`config.mk`:
```
export PLATFORM = sky130hd
export DESIGN_NAME = stkptr_tracker
export DESIGN_NICKNAME = d
export VERILOG_FILES = /design/src/rtl/sp_trk_pkg.sv /design/src/rtl/sp_trk_step.sv /design/src/rtl/sp_trk_ckpt.sv /design/src/rtl/stkptr_tracker.sv
export SDC_FILE = /design/constraint.sdc
export NUM_CORES = 2
export LEC_CHECK = 0
export ABC_AREA = 0
export BUFFER_PORTS_ARGS = -buffer_cell sky130_fd_sc_hd__buf_2
export CAP_MARGIN = 10
export CORE_MARGIN = 2
export CORE_UTILIZATION = 33
export CTS_CLUSTER_SIZE = 20
export DETAILED_ROUTE_END_ITERATION = 8
export PLACE_DENSITY = 0.47
export SKIP_LAST_GASP = 1
export SYNTH_ARGS = -nofsm -noshare
export SYNTH_HDL_FRONTEND = slang
export SYNTH_SLANG_ARGS = --single-unit
```
`constraint.sdc`:
```
create_clock -name clk -period 13.4 [get_ports clk]
set_input_delay 2.68 -clock clk [delete_from_list [all_inputs] [get_ports clk]]
set_output_delay 2.68 -clock clk [all_outputs]
set_load 0.005 [all_outputs]
```
`src/rtl/sp_trk_pkg.sv`:
```
package sp_trk_pkg;
   typedef enum logic [2:0] {
      OP_OTHER  = 3'd0,
      OP_ADD    = 3'd1,
      OP_SUB    = 3'd2,
      OP_MOVI   = 3'd3,
      OP_LOAD   = 3'd4,
      OP_BRANCH = 3'd5
   } sp_op_e;

   typedef enum logic [1:0] {
      BASE_NONE = 2'd0,
      BASE_SP   = 2'd1,
      BASE_GPR  = 2'd2
   } sp_base_e;

   localparam int OPW = 3;
   localparam int BSW = 2;
endpackage

```
`src/rtl/sp_trk_step.sv`:
```
module sp_trk_step
   import sp_trk_pkg::*;
#(
   parameter int AW  = 32,
   parameter int IDW = 8
) (
   input  logic           vld,
   input  logic [OPW-1:0] op,
   input  logic           dst_sp,
   input  logic           src_sp,
   input  logic           src_imm,
   input  logic [BSW-1:0] base,
   input  logic           index,
   input  logic [AW-1:0]  imm,
   input  logic [IDW-1:0] id,
   input  logic           known_i,
   input  logic [AW-1:0]  val_i,
   input  logic [IDW-1:0] pid_i,
   output logic           known_o,
   output logic [AW-1:0]  val_o,
   output logic [IDW-1:0] pid_o,
   output logic           ea_vld,
   output logic [AW-1:0]  ea,
   output logic           untrk,
   output logic           is_branch
);
   logic trackable;
   logic is_load;

   always_comb begin
      trackable = dst_sp && src_imm &&
                  (((op == OP_ADD) || (op == OP_SUB)) && src_sp || (op == OP_MOVI));
      untrk     = vld && dst_sp && !trackable;
      is_branch = vld && (op == OP_BRANCH);
      is_load   = vld && (op == OP_LOAD) && !index;

      known_o = known_i;
      val_o   = val_i;
      pid_o   = pid_i;
      if (vld && trackable) begin
         unique case (op)
            OP_ADD:  val_o = val_i + imm;
            OP_SUB:  val_o = val_i - imm;
            default: begin
               val_o   = imm;
               known_o = 1'b1;
            end
         endcase
      end else if (untrk) begin
         known_o = 1'b0;
         val_o   = '0;
         pid_o   = id;
      end

      ea_vld = 1'b0;
      ea     = '0;
      if (is_load && (base == BASE_SP) && known_i) begin
         ea_vld = 1'b1;
         ea     = val_i + imm;
      end else if (is_load && (base == BASE_NONE)) begin
         ea_vld = 1'b1;
         ea     = imm;
      end
   end
endmodule

```
`src/rtl/sp_trk_ckpt.sv`:
```
module sp_trk_ckpt #(
   parameter int LANES = 3,
   parameter int DEPTH = 8,
   parameter int AW    = 32,
   parameter int IDW   = 8,
   parameter int TW    = $clog2(DEPTH)
) (
   input  logic               clk,
   input  logic               rst_n,
   input  logic [LANES-1:0]   wr_en,
   input  logic [LANES*TW-1:0]  wr_tag,
   input  logic [LANES-1:0]   wr_known,
   input  logic [LANES*AW-1:0]  wr_val,
   input  logic [LANES*IDW-1:0] wr_pid,
   input  logic [TW-1:0]      rd_tag,
   output logic               rd_known,
   output logic [AW-1:0]      rd_val,
   output logic [IDW-1:0]     rd_pid
);
   logic           ent_known [DEPTH];
   logic [AW-1:0]  ent_val   [DEPTH];
   logic [IDW-1:0] ent_pid   [DEPTH];

   for (genvar e = 0; e < DEPTH; e++) begin : g_ent
      always_ff @(posedge clk or negedge rst_n) begin
         if (!rst_n) begin
            ent_known[e] <= 1'b0;
            ent_val[e]   <= '0;
            ent_pid[e]   <= '0;
         end else begin
            for (int l = 0; l < LANES; l++) begin
               if (wr_en[l] && (wr_tag[l*TW +: TW] == TW'(e))) begin
                  ent_known[e] <= wr_known[l];
                  ent_val[e]   <= wr_val[l*AW +: AW];
                  ent_pid[e]   <= wr_pid[l*IDW +: IDW];
               end
            end
         end
      end
   end

   assign rd_known = ent_known[rd_tag];
   assign rd_val   = ent_val[rd_tag];
   assign rd_pid   = ent_pid[rd_tag];
endmodule

```
`src/rtl/stkptr_tracker.sv`:
```
module stkptr_tracker
   import sp_trk_pkg::*;
#(
   parameter int            LANES      = 3,
   parameter int            AW         = 32,
   parameter int            IDW        = 8,
   parameter int            CKPT_DEPTH = 8,
   parameter logic [AW-1:0] INIT_SP    = 'h0001_0000,
   localparam int           TW         = $clog2(CKPT_DEPTH)
) (
   input  logic                 clk,
   input  logic                 rst_n,
   input  logic [LANES-1:0]     uop_vld,
   input  logic [LANES*OPW-1:0] uop_op,
   input  logic [LANES-1:0]     uop_dst_sp,
   input  logic [LANES-1:0]     uop_src_sp,
   input  logic [LANES-1:0]     uop_src_imm,
   input  logic [LANES*BSW-1:0] uop_base,
   input  logic [LANES-1:0]     uop_index,
   input  logic [LANES*AW-1:0]  uop_imm,
   input  logic [LANES*IDW-1:0] uop_id,
   input  logic                 wb_vld,
   input  logic [IDW-1:0]       wb_id,
   input  logic [AW-1:0]        wb_val,
   input  logic                 flush_vld,
   input  logic [TW-1:0]        flush_tag,
   output logic [LANES-1:0]     ea_vld,
   output logic [LANES*AW-1:0]  ea_addr,
   output logic [LANES-1:0]     uop_untrk,
   output logic                 sp_known,
   output logic [AW-1:0]        sp_value
);
   if (LANES < 1 || CKPT_DEPTH < 2 || IDW < TW || AW < 2) begin : g_bad_cfg
      $error("stkptr_tracker: unsupported parameter set");
   end

   logic           known_q;
   logic [AW-1:0]  val_q;
   logic [IDW-1:0] pid_q;

   logic           rd_known;
   logic [AW-1:0]  rd_val;
   logic [IDW-1:0] rd_pid;

   logic           base_k, wb_hit;
   logic [AW-1:0]  base_v;
   logic [IDW-1:0] base_p;

   logic           ck_known [LANES+1];
   logic [AW-1:0]  ck_val   [LANES+1];
   logic [IDW-1:0] ck_pid   [LANES+1];

   logic [LANES-1:0]     lane_vld, lane_ea_vld, lane_untrk, lane_br, lane_ld_only;
   logic [LANES*AW-1:0]  lane_ea;
   logic [LANES*TW-1:0]  wr_tag;
   logic [LANES-1:0]     wr_known;
   logic [LANES*AW-1:0]  wr_val;
   logic [LANES*IDW-1:0] wr_pid;

   // Flush selects the restored slot, then a matching writeback rebases it.
   always_comb begin
      base_k = flush_vld ? rd_known : known_q;
      base_v = flush_vld ? rd_val   : val_q;
      base_p = flush_vld ? rd_pid   : pid_q;
      wb_hit = wb_vld && !base_k && (wb_id == base_p);
      ck_known[0] = base_k || wb_hit;
      ck_val[0]   = wb_hit ? (wb_val + base_v) : base_v;
      ck_pid[0]   = base_p;
   end

   for (genvar i = 0; i < LANES; i++) begin : g_lane
      assign lane_vld[i] = uop_vld[i] && !flush_vld;
      assign lane_ld_only[i] = !uop_vld[i] ||
                               ((uop_op[i*OPW +: OPW] == OP_LOAD) && !uop_dst_sp[i]);

      sp_trk_step #(.AW(AW), .IDW(IDW)) i_step (
         .vld       (lane_vld[i]),
         .op        (uop_op[i*OPW +: OPW]),
         .dst_sp    (uop_dst_sp[i]),
         .src_sp    (uop_src_sp[i]),
         .src_imm   (uop_src_imm[i]),
         .base      (uop_base[i*BSW +: BSW]),
         .index     (uop_index[i]),
         .imm       (uop_imm[i*AW +: AW]),
         .id        (uop_id[i*IDW +: IDW]),
         .known_i   (ck_known[i]),
         .val_i     (ck_val[i]),
         .pid_i     (ck_pid[i]),
         .known_o   (ck_known[i+1]),
         .val_o     (ck_val[i+1]),
         .pid_o     (ck_pid[i+1]),
         .ea_vld    (lane_ea_vld[i]),
         .ea        (lane_ea[i*AW +: AW]),
         .untrk     (lane_untrk[i]),
         .is_branch (lane_br[i])
      );

      assign wr_tag[i*TW +: TW]   = uop_id[i*IDW +: TW];
      assign wr_known[i]          = ck_known[i];
      assign wr_val[i*AW +: AW]   = ck_val[i];
      assign wr_pid[i*IDW +: IDW] = ck_pid[i];

      // a stack load seen while unknown yields no early address
      p_no_ea_unknown_r2: assert property (@(posedge clk) disable iff (!rst_n)
         (lane_vld[i] && (uop_op[i*OPW +: OPW] == OP_LOAD) && !uop_index[i] &&
          (uop_base[i*BSW +: BSW] == BASE_SP) && !ck_known[i]) |=> !ea_vld[i]);
   end

   sp_trk_ckpt #(.LANES(LANES), .DEPTH(CKPT_DEPTH), .AW(AW), .IDW(IDW), .TW(TW)) i_ckpt (
      .clk      (clk),
      .rst_n    (rst_n),
      .wr_en    (lane_br),
      .wr_tag   (wr_tag),
      .wr_known (wr_known),
      .wr_val   (wr_val),
      .wr_pid   (wr_pid),
      .rd_tag   (flush_tag),
      .rd_known (rd_known),
      .rd_val   (rd_val),
      .rd_pid   (rd_pid)
   );

   always_ff @(posedge clk or negedge rst_n) begin
      if (!rst_n) begin
         known_q   <= 1'b1;
         val_q     <= INIT_SP;
         pid_q     <= '0;
         ea_vld    <= '0;
         ea_addr   <= '0;
         uop_untrk <= '0;
      end else begin
         known_q   <= ck_known[LANES];
         val_q     <= ck_val[LANES];
         pid_q     <= ck_pid[LANES];
         ea_vld    <= lane_ea_vld;
         ea_addr   <= lane_ea;
         uop_untrk <= lane_untrk;
      end
   end

   assign sp_known = known_q;
   assign sp_value = val_q;

   // an untrackable update in the last lane leaves the pointer unknown
   p_untrk_unknown_r6: assert property (@(posedge clk) disable iff (!rst_n)
      (!flush_vld && uop_vld[LANES-1] && lane_untrk[LANES-1]) |=> (!sp_known && sp_value == '0));

   // matching writeback with no other traffic rebuilds the pointer
   p_resync_r8: assert property (@(posedge clk) disable iff (!rst_n)
      (!flush_vld && wb_vld && !known_q && (wb_id == pid_q) && (uop_vld == '0))
      |=> (sp_known && sp_value == $past(wb_val + val_q)));

   // restoring a known checkpoint is immediate
   p_flush_known_r10: assert property (@(posedge clk) disable iff (!rst_n)
      (flush_vld && rd_known) |=> (sp_known && sp_value == $past(rd_val)));

   // loads never write the tracked pointer
   p_load_keeps_sp_r4: assert property (@(posedge clk) disable iff (!rst_n)
      (!flush_vld && !wb_vld && (&lane_ld_only)) |=> $stable(sp_value) && $stable(sp_known));

   // a non-matching writeback is dropped
   p_stale_wb_r13: assert property (@(posedge clk) disable iff (!rst_n)
      (!flush_vld && wb_vld && (known_q || wb_id != pid_q) && (uop_vld == '0))
      |=> $stable(sp_value) && $stable(sp_known));
endmodule

```
# Yosys cells after proc, flatten, opt, wreduce, memory -nomap -nowiden

Cells that the tools add are included.

Register bits after elaboration: 471
Word-level logic and storage cells: 297
Input bits: 197

Equality and inequality tests: 40
Bitwise logic cells: 1
Reduce and logical (&&, ||, !) cells: 97
$add $sub $neg: 7
Muxes and demuxes: 121
$lt $le $gt $ge: 1

Operators by type and width:

| kind               | number |
|---|---|
| $mux 32            | 40 |
| $mux 8             | 33 |
| $pmux 32 s2        | 3 |
| $add 32x32->32     | 4 |
| $bmux 32 s3        | 1 |
| $sub 32x32->32     | 3 |
| $logic_and 1x1->1  | 65 |
| $eq 3x3->1 const B | 18 |
| $mux 1             | 42 |
| $eq 3x2->1 const B | 12 |
| $bmux 8 s3         | 1 |
| $reduce_bool 3->1  | 8 |
| $eq 3x1->1 const B | 6 |
| $logic_not 3->1    | 3 |
| $eq 8x8->1         | 1 |
| $logic_not 1->1    | 8 |
| $logic_or 1x1->1   | 7 |
| $eq 2x1->1 const B | 3 |
| $logic_not 2->1    | 3 |
| $reduce_or 2->1    | 3 |
| $ge 4x4->1 const B | 1 |
| $not 3->4          | 1 |
| $bmux 1 s3         | 1 |

# Depth between registers and ports, before layout

Depth in word-level cells: 18
Mapped depth: 63
Mapped depth without buffers: 57

# Cells and area by module

From an unflattened synthesis, not the netlist that was laid out.

Cell total of the unflattened synthesis: 5,212
Area, all modules: 43,925.9 sq um

Modules (own cells, without submodules):

| module         | sequential area each (sq um) | cells each | area each (sq um) | instances |
|---|---|---|---|---|
| sp_trk_ckpt    | 8,207.9                      | 2,189      | 21,815.9          | 1 |
| sp_trk_step    | 0.0                          | 837        | 5,262.5           | 3 |
| stkptr_tracker | 3,580.9                      | 512        | 6,322.3           | 1 |

# Least setup slack after synthesis

Ideal clock, no wire load.

Kind: input-to-reg
Start point: input port flush_tag[0]
End point: register val_q[31], in the netlist sp_value[31]
Setup slack: -1.362 ns
Data required time: 13.266 ns
Arrival time: 14.629 ns
Path buffers: 6
Setup time: 0.134 ns
Stages on the path: 59
Cell sequence: buf_2 > buf_2 > buf_2 > buf_1 > mux4_2 > mux2i_1 > a21oi_1 > fa_1 > a21o_1 > a21o_1 > a21oi_1 > o21bai_1 > a21o_1 > and2_1 > o21a_1 > o21ai_0 > nand2b_1 > a21oi_1 > [23 not listed] > nor2_1 > o31ai_1 > a32oi_1 > inv_1 > ha_1 > clkbuf_1 > inv_1 > a21oi_1 > nor2_1 > nor2_1 > nor2_1 > a211oi_1 > o22ai_1 > nand3_1 > o21ai_0 > a311o_1 > mux2i_1 > o211ai_1

RTL lines:

| what                 | line                  | source |
|---|---|---|
| from (decl)          | stkptr_tracker.sv:26  | `input logic [TW-1:0] flush_tag,` |
| to (signal assigned) | stkptr_tracker.sv:133 | `val_q <= ck_val[LANES];` |
| to (decl)            | stkptr_tracker.sv:38  | `logic [AW-1:0] val_q;` |

==> insert_results.sql <==
INSERT INTO impl_metrics (metric_group, metric, value, unit) VALUES
('timing', 'clock.fmax', '77.50', 'MHz'),
('logic_synthesis', 'ys_async_sr_fraction', '100.0', '%'),
('die', 'core_area', '0.1193', 'mm^2'),
('run', 'maxCapViolations', '0', ''),
('drt', 'drt-initial-drc-count', '4467', ''),
('layout', 'final_core_utilization', '43.49', '%'),
('pwr', 'power.static_leakage', '24.14', 'nW'),
('run_status', 'run_status', 'complete, no violations', ''),
('setup_path', 'critPathKind', 'in2reg', ''),
('logic_synthesis', 'synth_cell_type_count', '90', ''),
('setup_path', 'critical_path.slowest_cell', 'fa_1', ''),
('worst_hold_path', 'timing.hold.worst.class', 'reg2reg', ''),
('die', 'design.portCount', '332', ''),
('logic_synthesis', 'synth_top_flop_cell', 'dfrtp_1', ''),
('layout', 'nNetsFinal', '6387', ''),
('layout', 'layout_commonest_cell', 'buf_4', ''),
('timing', 'report.final.slew_viol_count', '0', ''),
('placement', 'io_buffer_count', '331', ''),
('global_routing', 'grt-ovfl-total', '0', ''),
('die', 'fp-row-count', '127', ''),
('setup_path', 'cp.arrival', '13.47', 'ns'),
('die', 'chipHeight', '350.2', 'um'),
('timing', 'final.setup_skew', '0.05986', 'ns'),
('drt', 'dr.pass1.iters', '8', ''),
('timing', 'relSlewSlack', '15.87', '%'),
('drt', 'drt_drc_violations_left', '0', ''),
('layout', 'final_cell_mix', 'buf_4 (927), nor2_1 (645), a21oi_1 (584), dfrtp_1 (469), nand2_1 (439)', ''),
('cts', 'clock_tree.root_cell', 'clkbuf_16', ''),
('logic_synthesis', 'yosys_register_bits', '471', ''),
('placement', 'dp_hpwl', '159000', 'um'),
('setup_path', 'cpPeakStageDelay', '0.42', 'ns'),
('placement', 'gp_congestion', '0.9861', ''),
('timing', 'min_period', '12.90', 'ns'),
('placement', 'dp.cells', '7500', ''),
('drt', 'routed-via-count', '44340', ''),
('setup_path', 'sort_of_element_at_the_start_of_the_critical_path', 'input pin', ''),
('pwr', 'power.total', '6.962', 'mW'),
('global_routing', 'grt_start_max_net_pins', '109', ''),
('layout', 'area_growth_synth_to_finish', '31.25', '%'),
('cts', 'cts_buffers', '61', ''),
('layout', 'stdcell_count', '7627', ''),
('pwr', 'vdd_ir_drop_max', '0.1359', 'mV'),
('timing', 'setup_viol_count_final', '0', ''),
('cts', 'cts_clock_pin_slew_for_the_worst_setup_and_hold_paths', '0.06', 'ns'),
('cts', 'htreeDepth', '2', ''),
('cts', 'postCtsHoldBufs', '0', ''),
('cts', 'tritoncts_num_sinks', '471', ''),
('global_routing', 'globalRouteTotalUtil', '34.46', '%'),
('drt', 'via_density', '5.813', ''),
('timing', 'report.final.hold_viol_count', '0', ''),
('timing', 'worstMarginPinSlew', '1.262', 'ns'),
('logic_synthesis', 'synth_area_per_cell', '7.925', 'um^2'),
('pwr', 'power_density', '134.1', 'mW/mm^2'),
('timing', 'fin_ws', '0.4967', 'ns'),
('layout', 'proportion_of_layout_cells_with_a_drive_suffix_above_1', '27.53', '%'),
('setup_path', 'crit_top_cell', 'buf_4', ''),
('drt', 'detail_route.wirelength', '215600', 'um'),
('global_routing', 'vias_in_the_first_global_route', '43360', ''),
('timing', 'timing.setup.tns', '0', 'ns'),
('setup_path', 'critical_path_rt', '13.96', 'ns'),
('layout', 'finalInstanceArea', '0.05190', 'mm^2'),
('drt', 'dr_wl_cell', '28.27', 'um'),
('timing', 'final_min_period_over_clock_period', '96.29', '%'),
('logic_synthesis', 'synth-edff-count', '0', ''),
('logic_synthesis', 'synth_seq_area_share', '29.81', '%'),
('cts', 'tritoncts', 'done', ''),
('logic_synthesis', 'synthCells', '4990', ''),
('logic_synthesis', 'synthesis.yosys.warnings', '0', ''),
('drt', 'antenna_left', '0', ''),
('die', 'die_w', '350.2', 'um'),
('setup_path', 'crit_path_end_kind', 'flip-flop', ''),
('global_routing', 'antenna_found_initial', '16', ''),
('die', 'floorplan.die_area', '0.1226', 'mm^2'),
('placement', 'placement.cell_area', '0.04928', 'mm^2'),
('placement', 'detailedPlace.worstSlack', '-0.8487', 'ns'),
('global_routing', 'grt_first_pass_wirelength', '306700', 'um'),
('timing', 'hold-worst-slack', '0.4820', 'ns'),
('die', 'starting_density', '33.14', '%'),
('cts', 'insertion_delay', '0.76', 'ns'),
('logic_synthesis', 'syn_area', '0.03955', 'mm^2'),
('cts', 'clk_path_buf_depth', '3', ''),
('setup_path', 'worstPathMaxFanout', '9', ''),
('logic_synthesis', 'synth_net_count', '5421', '');
## report_power, final
| part | switching [mW] | total [mW] | internal, mW |
|---|---|---|---|
| Sequential | 0.172 | 1.86 | 1.69 |
| Combinational | 1.81 | 3.30 | 1.49 |
| Clock | 0.761 | 1.80 | 1.04 |
| Total | 2.74 | 6.96 | 4.22 |
## final timing paths
path | startpoint | to | slack, ns | cells past startpoint
worst max register to register | i_ckpt.ent_pid[1] | sp_value[31] | 2.30 | 51
max in group asynchronous | rst_n | ea_addr[84] | 8.75 | 3
worst max-delay path | flush_tag[1] | sp_value[31] | 0.50 | 60
min in group asynchronous | rst_n | ea_addr[29] | 1.95 | 1
worst min register to register | i_ckpt.ent_pid[36] | i_ckpt.ent_pid[36] | 0.48 | 2
worst min-delay path | i_ckpt.ent_pid[36] | i_ckpt.ent_pid[36] | 0.48 | 2
## layer usage
layer  GRT usage, %  part of all wire (%)  up-vias
li1               -                     -    20120
met1          42.05                    39    21430
met2          53.81                    44     2154
met3          7.528                   8.7      622
met4          24.64                   8.5       12
met5              0                 0.037        -
## synthesized netlist by cell type, types with 74 or more instances
master | n | area share (%)
o21ai_0 | 397 | 5.0
inv_1 | 235 | 2.2
dfrtp_1 | 469 | 30
ha_1 | 227 | 7.2
xnor2_1 | 124 | 2.7
a211oi_1 | 148 | 2.8
nand2_1 | 445 | 4.2
mux4_2 | 74 | 4.2
nor2_1 | 665 | 6.3
mux2i_1 | 85 | 2.2
clkbuf_1 | 343 | 3.3
o22ai_1 | 87 | 1.4
a21oi_1 | 597 | 7.6
o211ai_1 | 78 | 1.5
## registers in the layout, indices dropped and copies added, names as in the netlist
| signal | flops |
|---|---|
| sp_known | 1 |
| uop_untrk | 3 |
| pid_q | 8 |
| i_ckpt.ent_val | 256 |
| ea_vld | 3 |
| ea_addr | 96 |
| sp_value | 32 |
| i_ckpt.ent_known | 8 |
| i_ckpt.ent_pid | 64 |
## worst max-delay path: cells and delay by family
family | cells | cell delay [ns]
AOI/OAI and AO/OA | 29 | 5.24
xor gates and xnor gates | 1 | 0.12
adders and majority gates | 5 | 1.60
buffers and inverters | 12 | 1.66
muxes | 5 | 1.13
and+or+nand+nor | 8 | 0.97
## cells by family after synthesis
| kind of cell | synth area share, % |
|---|---|
| AO/OA/AOI/OAI | 30.19 |
| XOR/XNOR | 3.664 |
| adder cells (fa/ha/maj) | 7.562 |
| buffers and inverters | 5.825 |
| flip-flops | 29.81 |
| multiplexers | 7.220 |
| AND/OR/NAND/NOR | 15.72 |
## layout make-up
type,count,area (um^2)
tap,1612,2017
inverter,239,897.1
multi-input combinational,3913,26170
fill,12090,67430
timing repair buffer,1270,8880
clock buffer,85,1727
sequential,471,11790
clock inverter,30,405.4
antenna,7,17.52
## timing repair
item                       4_1_cts  5_1_grt
gates cloned                     0        0
pin swaps                        0       18
resized for setup                2       89
setup endpoints to repair        2       17
buffers inserted                 0        5
Power figures use the tool's default switching activity.
